File: config.mk
export PLATFORM = sky130hd
export DESIGN_NAME = cop_seq
export DESIGN_NICKNAME = d
export VERILOG_FILES = /design/src/rtl/cop_seq_pkg.sv /design/src/rtl/cop_seq_arb.sv /design/src/rtl/cop_seq_agen.sv /design/src/rtl/cop_seq_fsm.sv /design/src/rtl/cop_seq.sv
export SDC_FILE = /design/constraint.sdc
export NUM_CORES = 1
export LEC_CHECK = 0
export BUFFER_PORTS_ARGS = -buffer_cell sky130_fd_sc_hd__buf_2
export CAP_MARGIN = 10
export CORE_MARGIN = 2
export CORE_UTILIZATION = 30
export DETAILED_ROUTE_END_ITERATION = 10
export GPL_TIMING_DRIVEN = 1
export SYNTH_ARGS = -nofsm -noshare
export SYNTH_HDL_FRONTEND = slang
export SYNTH_SLANG_ARGS = --single-unit
File: constraint.sdc
create_clock -name clk_i -period 5.96 [get_ports clk_i]
set_input_delay 1.788 -clock clk_i [delete_from_list [all_inputs] [get_ports clk_i]]
set_output_delay 1.788 -clock clk_i [all_outputs]
set_load 0.02 [all_outputs]
File: src/rtl/cop_seq_pkg.sv
package cop_seq_pkg;
  typedef enum logic [2:0] {
    OP_DATA  = 3'd0,
    OP_PUT   = 3'd1,
    OP_GET   = 3'd2,
    OP_LOAD  = 3'd3,
    OP_STORE = 3'd4
  } op_e;

  typedef enum logic [1:0] {
    RS_DONE = 2'd0,
    RS_BUSY = 2'd1,
    RS_CANT = 2'd2,
    RS_INC  = 2'd3
  } resp_e;

  typedef enum logic [1:0] {
    OC_OK    = 2'd0,
    OC_UNDEF = 2'd1,
    OC_ABORT = 2'd2,
    OC_INT   = 2'd3
  } outcome_e;

  typedef enum logic [1:0] {
    IK_NONE  = 2'd0,
    IK_RESET = 2'd1,
    IK_FAST  = 2'd2,
    IK_NORM  = 2'd3
  } ikind_e;

  typedef enum logic [2:0] {
    PH_IDLE    = 3'd0,
    PH_FIRST   = 3'd1,
    PH_POLL    = 3'd2,
    PH_ABANDON = 3'd3,
    PH_XFER    = 3'd4,
    PH_DATA    = 3'd5
  } phase_e;

  typedef enum logic [3:0] {
    S_IDLE, S_CHECK, S_FIRST, S_WAIT, S_POLL, S_XFER, S_DATA, S_DONE, S_EXC
  } state_e;
endpackage

File: src/rtl/cop_seq_arb.sv
module cop_seq_arb
  import cop_seq_pkg::*;
(
  input  logic   rst_req_i,
  input  logic   fiq_i,
  input  logic   irq_i,
  input  logic   fmask_i,
  input  logic   imask_i,
  output logic   take_o,
  output ikind_e kind_o
);
  logic fiq_live, irq_live;

  assign fiq_live = fiq_i && !fmask_i;
  assign irq_live = irq_i && !imask_i;

  always_comb begin
    if (rst_req_i)     kind_o = IK_RESET;
    else if (fiq_live) kind_o = IK_FAST;
    else if (irq_live) kind_o = IK_NORM;
    else               kind_o = IK_NONE;
  end

  assign take_o = rst_req_i || fiq_live || irq_live;


  always_comb begin
    masked_quiet_chk: assert (!(!rst_req_i && (fmask_i || !fiq_i) && (imask_i || !irq_i)) || !take_o);
  end
endmodule

File: src/rtl/cop_seq_agen.sv
module cop_seq_agen #(
  parameter int ADDR_W     = 32,
  parameter int LEGAL_W    = 26,
  parameter int VEC_BYTES  = 32,
  parameter int WORD_BYTES = 4
) (
  input  logic              clk_i,
  input  logic              rst_ni,
  input  logic              load_i,
  input  logic [ADDR_W-1:0] base_i,
  input  logic              adv_i,
  input  logic              is_store_i,
  output logic [ADDR_W-1:0] addr_o,
  output logic              exc_o
);
  localparam logic [ADDR_W-1:0] STEP    = ADDR_W'(WORD_BYTES);
  localparam logic [ADDR_W-1:0] VEC_TOP = ADDR_W'(VEC_BYTES);

  logic [ADDR_W-1:0] addr_q;
  logic              out_of_range, in_vectors;

  always_ff @(posedge clk_i or negedge rst_ni) begin
    if (!rst_ni)     addr_q <= '0;
    else if (load_i) addr_q <= base_i;
    else if (adv_i)  addr_q <= addr_q + STEP;
  end

  assign out_of_range = |addr_q[ADDR_W-1:LEGAL_W];
  assign in_vectors   = addr_q < VEC_TOP;
  assign exc_o        = out_of_range || (is_store_i && in_vectors);
  assign addr_o       = addr_q;


  step_chk: assert property (@(posedge clk_i) disable iff (!rst_ni)
    (adv_i && !load_i) |=> (addr_o == $past(addr_o) + STEP));
endmodule

File: src/rtl/cop_seq_fsm.sv
module cop_seq_fsm
  import cop_seq_pkg::*;
#(
  parameter int NUM_CP = 16,
  parameter int DATA_W = 32,
  parameter int FLAG_W = 4,
  localparam int CP_W  = $clog2(NUM_CP)
) (
  input  logic              clk_i,
  input  logic              rst_ni,
  input  logic              start_i,
  input  op_e               cls_i,
  input  logic [CP_W-1:0]   cp_i,
  input  logic [NUM_CP-1:0] perm_i,
  input  resp_e             resp_i,
  input  logic [FLAG_W-1:0] flags_i,
  input  logic [DATA_W-1:0] rdata_i,
  input  logic              ext_abort_i,
  input  logic              addr_exc_i,
  input  logic              take_i,
  input  ikind_e            kind_i,
  output logic              load_o,
  output logic              adv_o,
  output logic              is_store_o,
  output phase_e            phase_o,
  output logic              mem_rd_o,
  output logic              mem_wr_o,
  output logic              done_o,
  output outcome_e          outcome_o,
  output ikind_e            kind_o,
  output logic [DATA_W-1:0] result_o
);
  state_e            state_q, state_d;
  op_e               cls_q;
  logic [CP_W-1:0]   cp_q;
  outcome_e          oc_q, oc_d;
  ikind_e            kind_q, kind_d;
  logic [DATA_W-1:0] res_q, res_d;
  logic              abort_q, abort_d;
  logic              is_mem;

  assign is_mem = (cls_q == OP_LOAD) || (cls_q == OP_STORE);
  assign load_o = (state_q == S_IDLE) && start_i;

  always_comb begin
    state_d = state_q;
    oc_d    = oc_q;
    kind_d  = kind_q;
    res_d   = res_q;
    abort_d = abort_q;
    adv_o   = 1'b0;
    unique case (state_q)
      S_IDLE: if (start_i) begin
        state_d = S_CHECK;
        oc_d    = OC_OK;
        kind_d  = IK_NONE;
        res_d   = '0;
        abort_d = 1'b0;
      end
      S_CHECK: begin
        if (!perm_i[cp_q]) begin
          state_d = S_EXC;
          oc_d    = OC_UNDEF;
        end else begin
          state_d = S_FIRST;
          abort_d = is_mem && addr_exc_i;
        end
      end
      S_FIRST, S_POLL: begin
        unique case (resp_i)
          RS_BUSY: state_d = S_WAIT;
          RS_CANT: begin
            state_d = S_EXC;
            oc_d    = is_mem ? OC_ABORT : OC_UNDEF;
            if (cls_q == OP_GET) res_d = {flags_i, {(DATA_W-FLAG_W){1'b0}}};
          end
          default: begin
            state_d = is_mem ? S_XFER : S_DONE;
            if (cls_q == OP_GET) res_d = rdata_i;
          end
        endcase
      end
      S_WAIT: begin
        if (take_i) begin
          state_d = S_EXC;
          oc_d    = OC_INT;
          kind_d  = kind_i;
        end else begin
          state_d = S_POLL;
        end
      end
      S_XFER: begin
        state_d = S_DATA;
        abort_d = abort_q || ext_abort_i;
      end
      S_DATA: begin
        abort_d = abort_q || ext_abort_i;
        if (resp_i == RS_INC) begin
          adv_o = 1'b1;
        end else begin
          state_d = S_DONE;
          oc_d    = (abort_q || ext_abort_i) ? OC_ABORT : OC_OK;
        end
      end
      default: state_d = S_IDLE;
    endcase
  end

  always_ff @(posedge clk_i or negedge rst_ni) begin
    if (!rst_ni) begin
      state_q <= S_IDLE;
      cls_q   <= OP_DATA;
      cp_q    <= '0;
      oc_q    <= OC_OK;
      kind_q  <= IK_NONE;
      res_q   <= '0;
      abort_q <= 1'b0;
    end else begin
      state_q <= state_d;
      oc_q    <= oc_d;
      kind_q  <= kind_d;
      res_q   <= res_d;
      abort_q <= abort_d;
      if (load_o) begin
        cls_q <= cls_i;
        cp_q  <= cp_i;
      end
    end
  end

  always_comb begin
    unique case (state_q)
      S_FIRST: phase_o = PH_FIRST;
      S_POLL:  phase_o = PH_POLL;
      S_XFER:  phase_o = PH_XFER;
      S_DATA:  phase_o = PH_DATA;
      S_EXC:   phase_o = (oc_q == OC_INT) ? PH_ABANDON : PH_IDLE;
      default: phase_o = PH_IDLE;
    endcase
  end

  assign is_store_o = (cls_q == OP_STORE);
  assign mem_rd_o   = (state_q == S_DATA) && (cls_q == OP_LOAD);
  assign mem_wr_o   = (state_q == S_DATA) && (cls_q == OP_STORE);
  assign done_o     = (state_q == S_DONE) || (state_q == S_EXC);
  assign outcome_o  = oc_q;
  assign kind_o     = kind_q;
  assign result_o   = res_q;


  perm_undef_chk: assert property (@(posedge clk_i) disable iff (!rst_ni)
    (state_q == S_CHECK && !perm_i[cp_q]) |=> (done_o && outcome_o == OC_UNDEF));

  int_abandon_chk: assert property (@(posedge clk_i) disable iff (!rst_ni)
    (state_q == S_WAIT && take_i) |=> (done_o && outcome_o == OC_INT && phase_o == PH_ABANDON));

  late_abort_chk: assert property (@(posedge clk_i) disable iff (!rst_ni)
    (state_q == S_DATA && resp_i != RS_INC && ext_abort_i) |=> (done_o && outcome_o == OC_ABORT));
endmodule

File: src/rtl/cop_seq.sv
module cop_seq
  import cop_seq_pkg::*;
#(
  parameter int NUM_CP     = 16,
  parameter int ADDR_W     = 32,
  parameter int DATA_W     = 32,
  parameter int FLAG_W     = 4,
  parameter int LEGAL_W    = 26,
  parameter int VEC_BYTES  = 32,
  parameter int WORD_BYTES = 4,
  localparam int CP_W      = $clog2(NUM_CP)
) (
  input  logic              clk_i,
  input  logic              rst_ni,
  input  logic              start_i,
  input  logic [2:0]        cls_i,
  input  logic [CP_W-1:0]   cpnum_i,
  input  logic [ADDR_W-1:0] addr_i,
  input  logic [NUM_CP-1:0] perm_mask_i,
  input  logic              rst_req_i,
  input  logic              fiq_i,
  input  logic              irq_i,
  input  logic              fmask_i,
  input  logic              imask_i,
  input  logic [FLAG_W-1:0] flags_i,
  input  logic [1:0]        cp_resp_i,
  input  logic [DATA_W-1:0] cp_rdata_i,
  input  logic              ext_abort_i,
  output logic [2:0]        cp_phase_o,
  output logic [ADDR_W-1:0] mem_addr_o,
  output logic              mem_rd_o,
  output logic              mem_wr_o,
  output logic              done_o,
  output logic [1:0]        outcome_o,
  output logic [1:0]        int_kind_o,
  output logic [DATA_W-1:0] result_o
);
  logic     load, adv, is_store, addr_exc, take;
  ikind_e   arb_kind, kind;
  phase_e   phase;
  outcome_e oc;

  cop_seq_arb i_arb (
    .rst_req_i (rst_req_i),
    .fiq_i     (fiq_i),
    .irq_i     (irq_i),
    .fmask_i   (fmask_i),
    .imask_i   (imask_i),
    .take_o    (take),
    .kind_o    (arb_kind)
  );

  cop_seq_agen #(
    .ADDR_W     (ADDR_W),
    .LEGAL_W    (LEGAL_W),
    .VEC_BYTES  (VEC_BYTES),
    .WORD_BYTES (WORD_BYTES)
  ) i_agen (
    .clk_i      (clk_i),
    .rst_ni     (rst_ni),
    .load_i     (load),
    .base_i     (addr_i),
    .adv_i      (adv),
    .is_store_i (is_store),
    .addr_o     (mem_addr_o),
    .exc_o      (addr_exc)
  );

  cop_seq_fsm #(
    .NUM_CP (NUM_CP),
    .DATA_W (DATA_W),
    .FLAG_W (FLAG_W)
  ) i_fsm (
    .clk_i       (clk_i),
    .rst_ni      (rst_ni),
    .start_i     (start_i),
    .cls_i       (op_e'(cls_i)),
    .cp_i        (cpnum_i),
    .perm_i      (perm_mask_i),
    .resp_i      (resp_e'(cp_resp_i)),
    .flags_i     (flags_i),
    .rdata_i     (cp_rdata_i),
    .ext_abort_i (ext_abort_i),
    .addr_exc_i  (addr_exc),
    .take_i      (take),
    .kind_i      (arb_kind),
    .load_o      (load),
    .adv_o       (adv),
    .is_store_o  (is_store),
    .phase_o     (phase),
    .mem_rd_o    (mem_rd_o),
    .mem_wr_o    (mem_wr_o),
    .done_o      (done_o),
    .outcome_o   (oc),
    .kind_o      (kind),
    .result_o    (result_o)
  );

  assign cp_phase_o = phase;
  assign outcome_o  = oc;
  assign int_kind_o = kind;


  gap_before_poll_chk: assert property (@(posedge clk_i) disable iff (!rst_ni)
    (cp_phase_o == PH_POLL) |-> ($past(cp_phase_o) == PH_IDLE));

  single_done_chk: assert property (@(posedge clk_i) disable iff (!rst_ni)
    done_o |=> !done_o);

  strobe_excl_chk: assert property (@(posedge clk_i) disable iff (!rst_ni)
    !(mem_rd_o && mem_wr_o));

  reset_first_chk: assert property (@(posedge clk_i) disable iff (!rst_ni)
    (done_o && outcome_o == OC_INT && $past(rst_req_i)) |-> (int_kind_o == IK_RESET));
endmodule

Yosys cells after proc, flatten, opt, wreduce, memory -nomap -nowiden
Cells that the tools add are included.
{ "word_totals": {"latchBits": 0, "out_inout_bits": 74, "memories": 0, "ramBits": 0, "rom_bits": 0, "wordCells": 99, "input_bits": 102, "reg_bits": 80} }
{ "op_classes": {"n_bitwise": 0, "n_shift": 0, "mux": 36, "add_sub_neg": 1, "n_div": 0, "eq_ne": 23, "reduce_logical": 29, "order_cmp": 2, "n_mul": 0} }
{ "op_table": {"columns": ["op", "n"], "rows": [
  ["32-bit 2-to-1 mux", 5],
  ["32-bit one-hot mux with 2 select lines", 2],
  ["32-bit by 3-bit adder with 32-bit output (second input constant)", 1],
  ["32-bit by 6-bit < comparator with 1-bit output (second input constant)", 1],
  ["2-bit 2-to-1 mux", 13],
  ["4-bit one-hot mux with 6 select lines", 1],
  ["4-bit by 3-bit equality test with 1-bit output (second input constant)", 4],
  ["4-bit 2-to-1 mux", 4],
  ["3-bit one-hot mux with 5 select lines", 1],
  ["2-bit != test (second input constant)", 5],
  ["2-bit one-hot mux with 5 select lines", 1],
  ["4-bit by 2-bit equality test with 1-bit output (second input constant)", 2],
  ["4-bit one-hot mux with 2 select lines", 1],
  ["1-bit logical AND", 7],
  ["2-bit equality test (second input constant)", 3],
  ["3-bit by 2-bit equality test with 1-bit output (second input constant)", 2],
  ["1-bit logical OR", 6],
  ["2-bit by 1-bit != test with 1-bit output (second input constant)", 3],
  ["3-bit AND reduction", 2],
  ["6-bit AND reduction", 1],
  ["2-bit nonzero test", 3],
  ["6-bit OR reduction", 1],
  ["4-bit by 5-bit < comparator with 1-bit output (second input constant)", 1],
  ["1-bit 2-to-1 mux", 5],
  ["14 further kinds", 16]
]} }

Logic depth before layout (Yosys ltp)
{ "logic_depth": {"word_depth": 7, "ltp_mapped": 8, "depth_no_buf": 6} }

Hierarchy
A second synthesis with hierarchy kept.
{ "unflattened": {"hier_cells": 483, "hier_area_um2": 4360.4} }
{ "by_module_without_submodules": {"columns": ["module", "instances", "cells_per_inst", "area_per_inst_um2", "seq_area_each_um2"], "rows": [
  ["cop_seq_fsm", 1, 269, 2466.1, 1201.2],
  ["cop_seq_agen", 1, 208, 1849.3, 800.8],
  ["cop_seq_arb", 1, 6, 45.0, 0.0]
]} }

Worst setup path after synthesis
No wires, ideal clock.
{ "synth_path": {"kind": "reg-to-output", "start": "register i_fsm.state_q[3]", "end": "output port mem_rd_o", "path_buffers": 1, "slack_ns": 2.425, "required_ns": 4.172, "path_stages_with_launch": 5, "arrival_time_ns": 1.747, "cell_sequence": "dfrtp_1 > clkbuf_1 > nand2b_1 > or3b_2 > nor3_1"} }
{ "synth_via": {"elab_chain_len": 2} }
{ "synth_rtl": {"columns": ["element", "line", "rtl"], "rows": [
  ["start: declaration", "cop_seq_fsm.sv:33", "state_e state_q, state_d;"],
  ["start signal: assignment", "cop_seq_fsm.sv:119", "state_q <= state_d;"],
  ["4-bit by 3-bit equality test with 1-bit output", "cop_seq_fsm.sv:143", "assign mem_rd_o = (state_q == S_DATA) && (cls_q == OP_LOAD);"],
  ["1-bit logical AND", "cop_seq_fsm.sv:143", null],
  ["end: declaration", "cop_seq.sv:31", "output logic mem_rd_o,"]
]} }
Every way passes these cells.

Final worst setup path
Ends and elaborated chain as after synthesis.

==> results.sh <==
export IMPL_synth_compound_area_share_pct=13.5
export IMPL_globalplace_congestion=0.809
export IMPL_cpPeakStageDelay_ps=550
export IMPL_critPathLaunchType="flop"
export IMPL_die_area_um2=15500
export IMPL_yosys_register_bits=80
export IMPL_vias_per_cell=4.98
export IMPL_path_cells="nand2b_1 -> or3b_2 -> nor3_1 -> buf_2"
export IMPL_vias=4157
export IMPL_synth_edf_count=0
export IMPL_setup_viol=0
export IMPL_crit_slowest_cell="dfrtp_1"
export IMPL_routed_wl_mm=12.2
export IMPL_min_path_type="flop to flop"
export IMPL_dp_hpwl_mm=9.07
export IMPL_cts_buffer_depth=2
export IMPL_sw_frac_of_total_pct=45.4
export IMPL_critPathBufInv=1
export IMPL_syn_mean_instance_area_um2=8.85
export IMPL_synth_seq_area_share_pct=46.1
export IMPL_firstDrtPassIters=4
export IMPL_critical_path_class="flop to output port"
export IMPL_muxShareOfSynthArea_pct=4.98
export IMPL_arrival_ps=2090
export IMPL_finalSetupTns_ps=0
export IMPL_rsz0062_at_grt="no"
export IMPL_relSlewSlack_pct=27.6
export IMPL_first_iter_violations=213
export IMPL_p_leak_nw=2.64
export IMPL_area_growth_pct=30.4
export IMPL_crit_path_end_kind="output port"
export IMPL_num_rows=43
export IMPL_grt_max_degree=81
export IMPL_synth_top_area_share_pct=46.1
export IMPL_async_flop_share_pct=100
export IMPL_power_mw=2.92
export IMPL_grt_use_total_pct=16.0
export IMPL_period_minus_slack_ps=3880
export IMPL_wl_per_cell_um=14.7
export IMPL_grt_overflow=0
export IMPL_core_area_um2=14000
export IMPL_cts_buffers=9
export IMPL_cap_violations=0
export IMPL_io_pins=176
export IMPL_drive_gt1_share_pct=32.5
export IMPL_grt_pass1_wl_mm=20.2
export IMPL_synth_adder_area_share_pct=1.44
export IMPL_syn_area_um2=4340
export IMPL_power_switching_mw=1.33
export IMPL_synthCells=491
export IMPL_nets=757
export IMPL_utilization_pct=40.5
export IMPL_wl_met1_mm=5.55
export IMPL_synth_ff_type="dfrtp_1"
export IMPL_ir_drop_uv=222
export IMPL_synth_top_cell_by_area="dfrtp_1"
export IMPL_drv_slew=0
export IMPL_ff2ff_path_depth=6
export IMPL_cp_data_required_time_ps=4170
export IMPL_synth_xor_area_share_pct=5.04
export IMPL_post_cts_resize_count=0
export IMPL_dr_wl_met3_um=730
export IMPL_critPathMaxFanout=15
export IMPL_cts_sinks=80
export IMPL_cts_root_buffer="clkbuf_16"
export IMPL_cts_setup_buffers=0
export IMPL_fmax_mhz=258
export IMPL_syn_nets=598
export IMPL_clock_latency_ps=350
export IMPL_seqPwrFrac_pct=36.5
export IMPL_crit_cells=4
export IMPL_synth_distinct_cells=55
export IMPL_grt_pass1_vias=4116
export IMPL_io_buffers=175
export IMPL_worst_slew_pin_slew_ps=1080
export IMPL_r2r_slack_ps=2960
export IMPL_hold_viol_final=0
export IMPL_die_h_um=124
export IMPL_p_clk_share_pct=19.1
export IMPL_cellPowerDensity_nw_per_um2=517
export IMPL_period_share_pct=65.1
export IMPL_crit_family="simple AND/OR/NAND/NOR gates"
export IMPL_min_path_cells=2
export IMPL_instances_no_fill=835
export IMPL_comb_power_share_pct=44.5
export IMPL_drcViolationCount=0
export IMPL_cts_tree="done"
export IMPL_synth_top_family_by_area="simple AND/OR/NAND/NOR gates"
export IMPL_clk_pin_slew_worst_paths_ps=60
export IMPL_h_tree_depth=3
export IMPL_intPower_mw=1.60
export IMPL_die_x_um=124
export IMPL_highest_layer="met4"
export IMPL_start_util_pct=31.0
export IMPL_antenna_found_initial=0
export IMPL_ant_nets=0
export IMPL_placed_cells=819
export IMPL_synthSimpleGateAreaFrac_pct=25.8
export IMPL_status="finished clean"
export IMPL_diodes=0
export IMPL_yosys_warnings=0
export IMPL_wl_met2_mm=5.70
export IMPL_finClkSkew_ps=6.93
export IMPL_synth_area_top_cells="dfrtp_1, nand2_1, o21ai_0, xnor2_1, clkbuf_1"
export IMPL_hold_buffers=0
-- kinds of logic after synthesis --
group,count (synthesis)
AND/OR/NAND/NOR,231
AO/OA/AOI/OAI,98
flip-flops,80
buffers and inverters,36
XOR/XNOR,25
multiplexers,16
adder cells (fa/ha/maj),5
-- final timing paths --
kind | start | end
worst max-delay path | i_fsm.state_q[3] | mem_rd_o
worst min-delay path | i_fsm.result_o[28] | i_fsm.result_o[28]
worst max register to register | i_fsm.state_q[1] | i_fsm.result_o[8]
worst min register to register | i_fsm.result_o[28] | i_fsm.result_o[28]
max in group asynchronous | rst_ni | i_fsm.result_o[30]
min in group asynchronous | rst_ni | i_agen.addr_o[11]
-- placed cells by master (no fill, tap or decap), types with 3 or more instances in the layout --
cell type	Yosys	layout
nand3_1	6	6
a31oi_1	5	5
nand2b_1	9	9
mux2_2	5	5
and3_1	6	6
a21oi_1	5	4
buf_4	0	3
o31ai_1	6	6
o21ai_0	59	59
clkbuf_16	0	9
inv_1	7	7
clkinv_2	0	3
nor2_1	16	15
or3_1	5	5
nor4_1	10	10
ha_1	5	5
nand4_1	8	8
nor3_1	13	13
and2_1	4	3
and4_1	4	4
buf_2	1	174
nand2_1	131	131
mux4_2	4	4
dfrtp_1	80	80
xnor2_1	15	15
xor2_1	10	10
nor4b_1	3	3
mux2i_1	7	7
-- synthesized netlist by cell type (all sizes together) (3+ instances only) --
master	instances
nand4	10
and2	4
inv	7
clkbuf	27
mux4	4
a21oi	5
and3	7
nor4	10
nand3	6
and4	5
o21ai	59
ha	5
or3	5
or4	3
xnor2	15
nor3	13
a31oi	5
dfrtp	80
nand2	131
o31ai	6
mux2i	7
nor2	16
nand2b	9
xor2	10
nor4b	3
mux2	5
-- power groups by stage --
stage	Clock (mW)	Combinational [mW]	Sequential, mW
2_1_floorplan	0	0.684	1.24
3_3_place_gp	0	1.29	1.06
3_5_place_dp	0	1.31	1.07
4_1_cts	0.578	1.32	1.07
5_1_grt	0.599	1.43	1.11
6_report	0.557	1.30	1.07
-- registers in the layout, indices dropped and copies added, names as in the netlist --
name and count:
i_fsm.outcome_o 2, i_fsm.result_o 32, i_fsm.kind_o 2, i_fsm.state_q 4, i_fsm.cls_q 3, i_fsm.abort_q 1
i_agen.addr_o 32, i_fsm.cp_q 4
-- layer usage --
metal / up-vias / GRT usage [%]
li1: 2040 / -
met1: 1948 / 20.8
met2: 149 / 25.6
met3: 20 / 4.04
met4: 0 / 6.81
met5: - / 0
-- through the flow --
stage	hold WS (ps)	instance area, um^2	setup slack [ps]
2_1_floorplan	473	4340	2420
3_3_place_gp	457	5370	2020
3_5_place_dp	465	5370	1990
4_1_cts	479	5660	2070
5_1_grt	505	5660	1960
6_report	475	5660	2080
-- tightest hold or removal path, cell delays in order (launching register included) --
cell and delay (ps):
dfrtp_1 330, nand2_1 50, o31ai_1 60
-- area by class of cell --
class | count | area, um^2
Tap cell | 180 | 225
Fill cell | 1426 | 8330
Multi-Input combinational cell | 375 | 2220
Clock buffer | 9 | 225
Sequential cell | 80 | 2000
Timing Repair Buffer | 177 | 893
Inverter | 7 | 26.3
Clock inverter | 7 | 70.1
No activity file was read; power rests on OpenSTA's default activity.
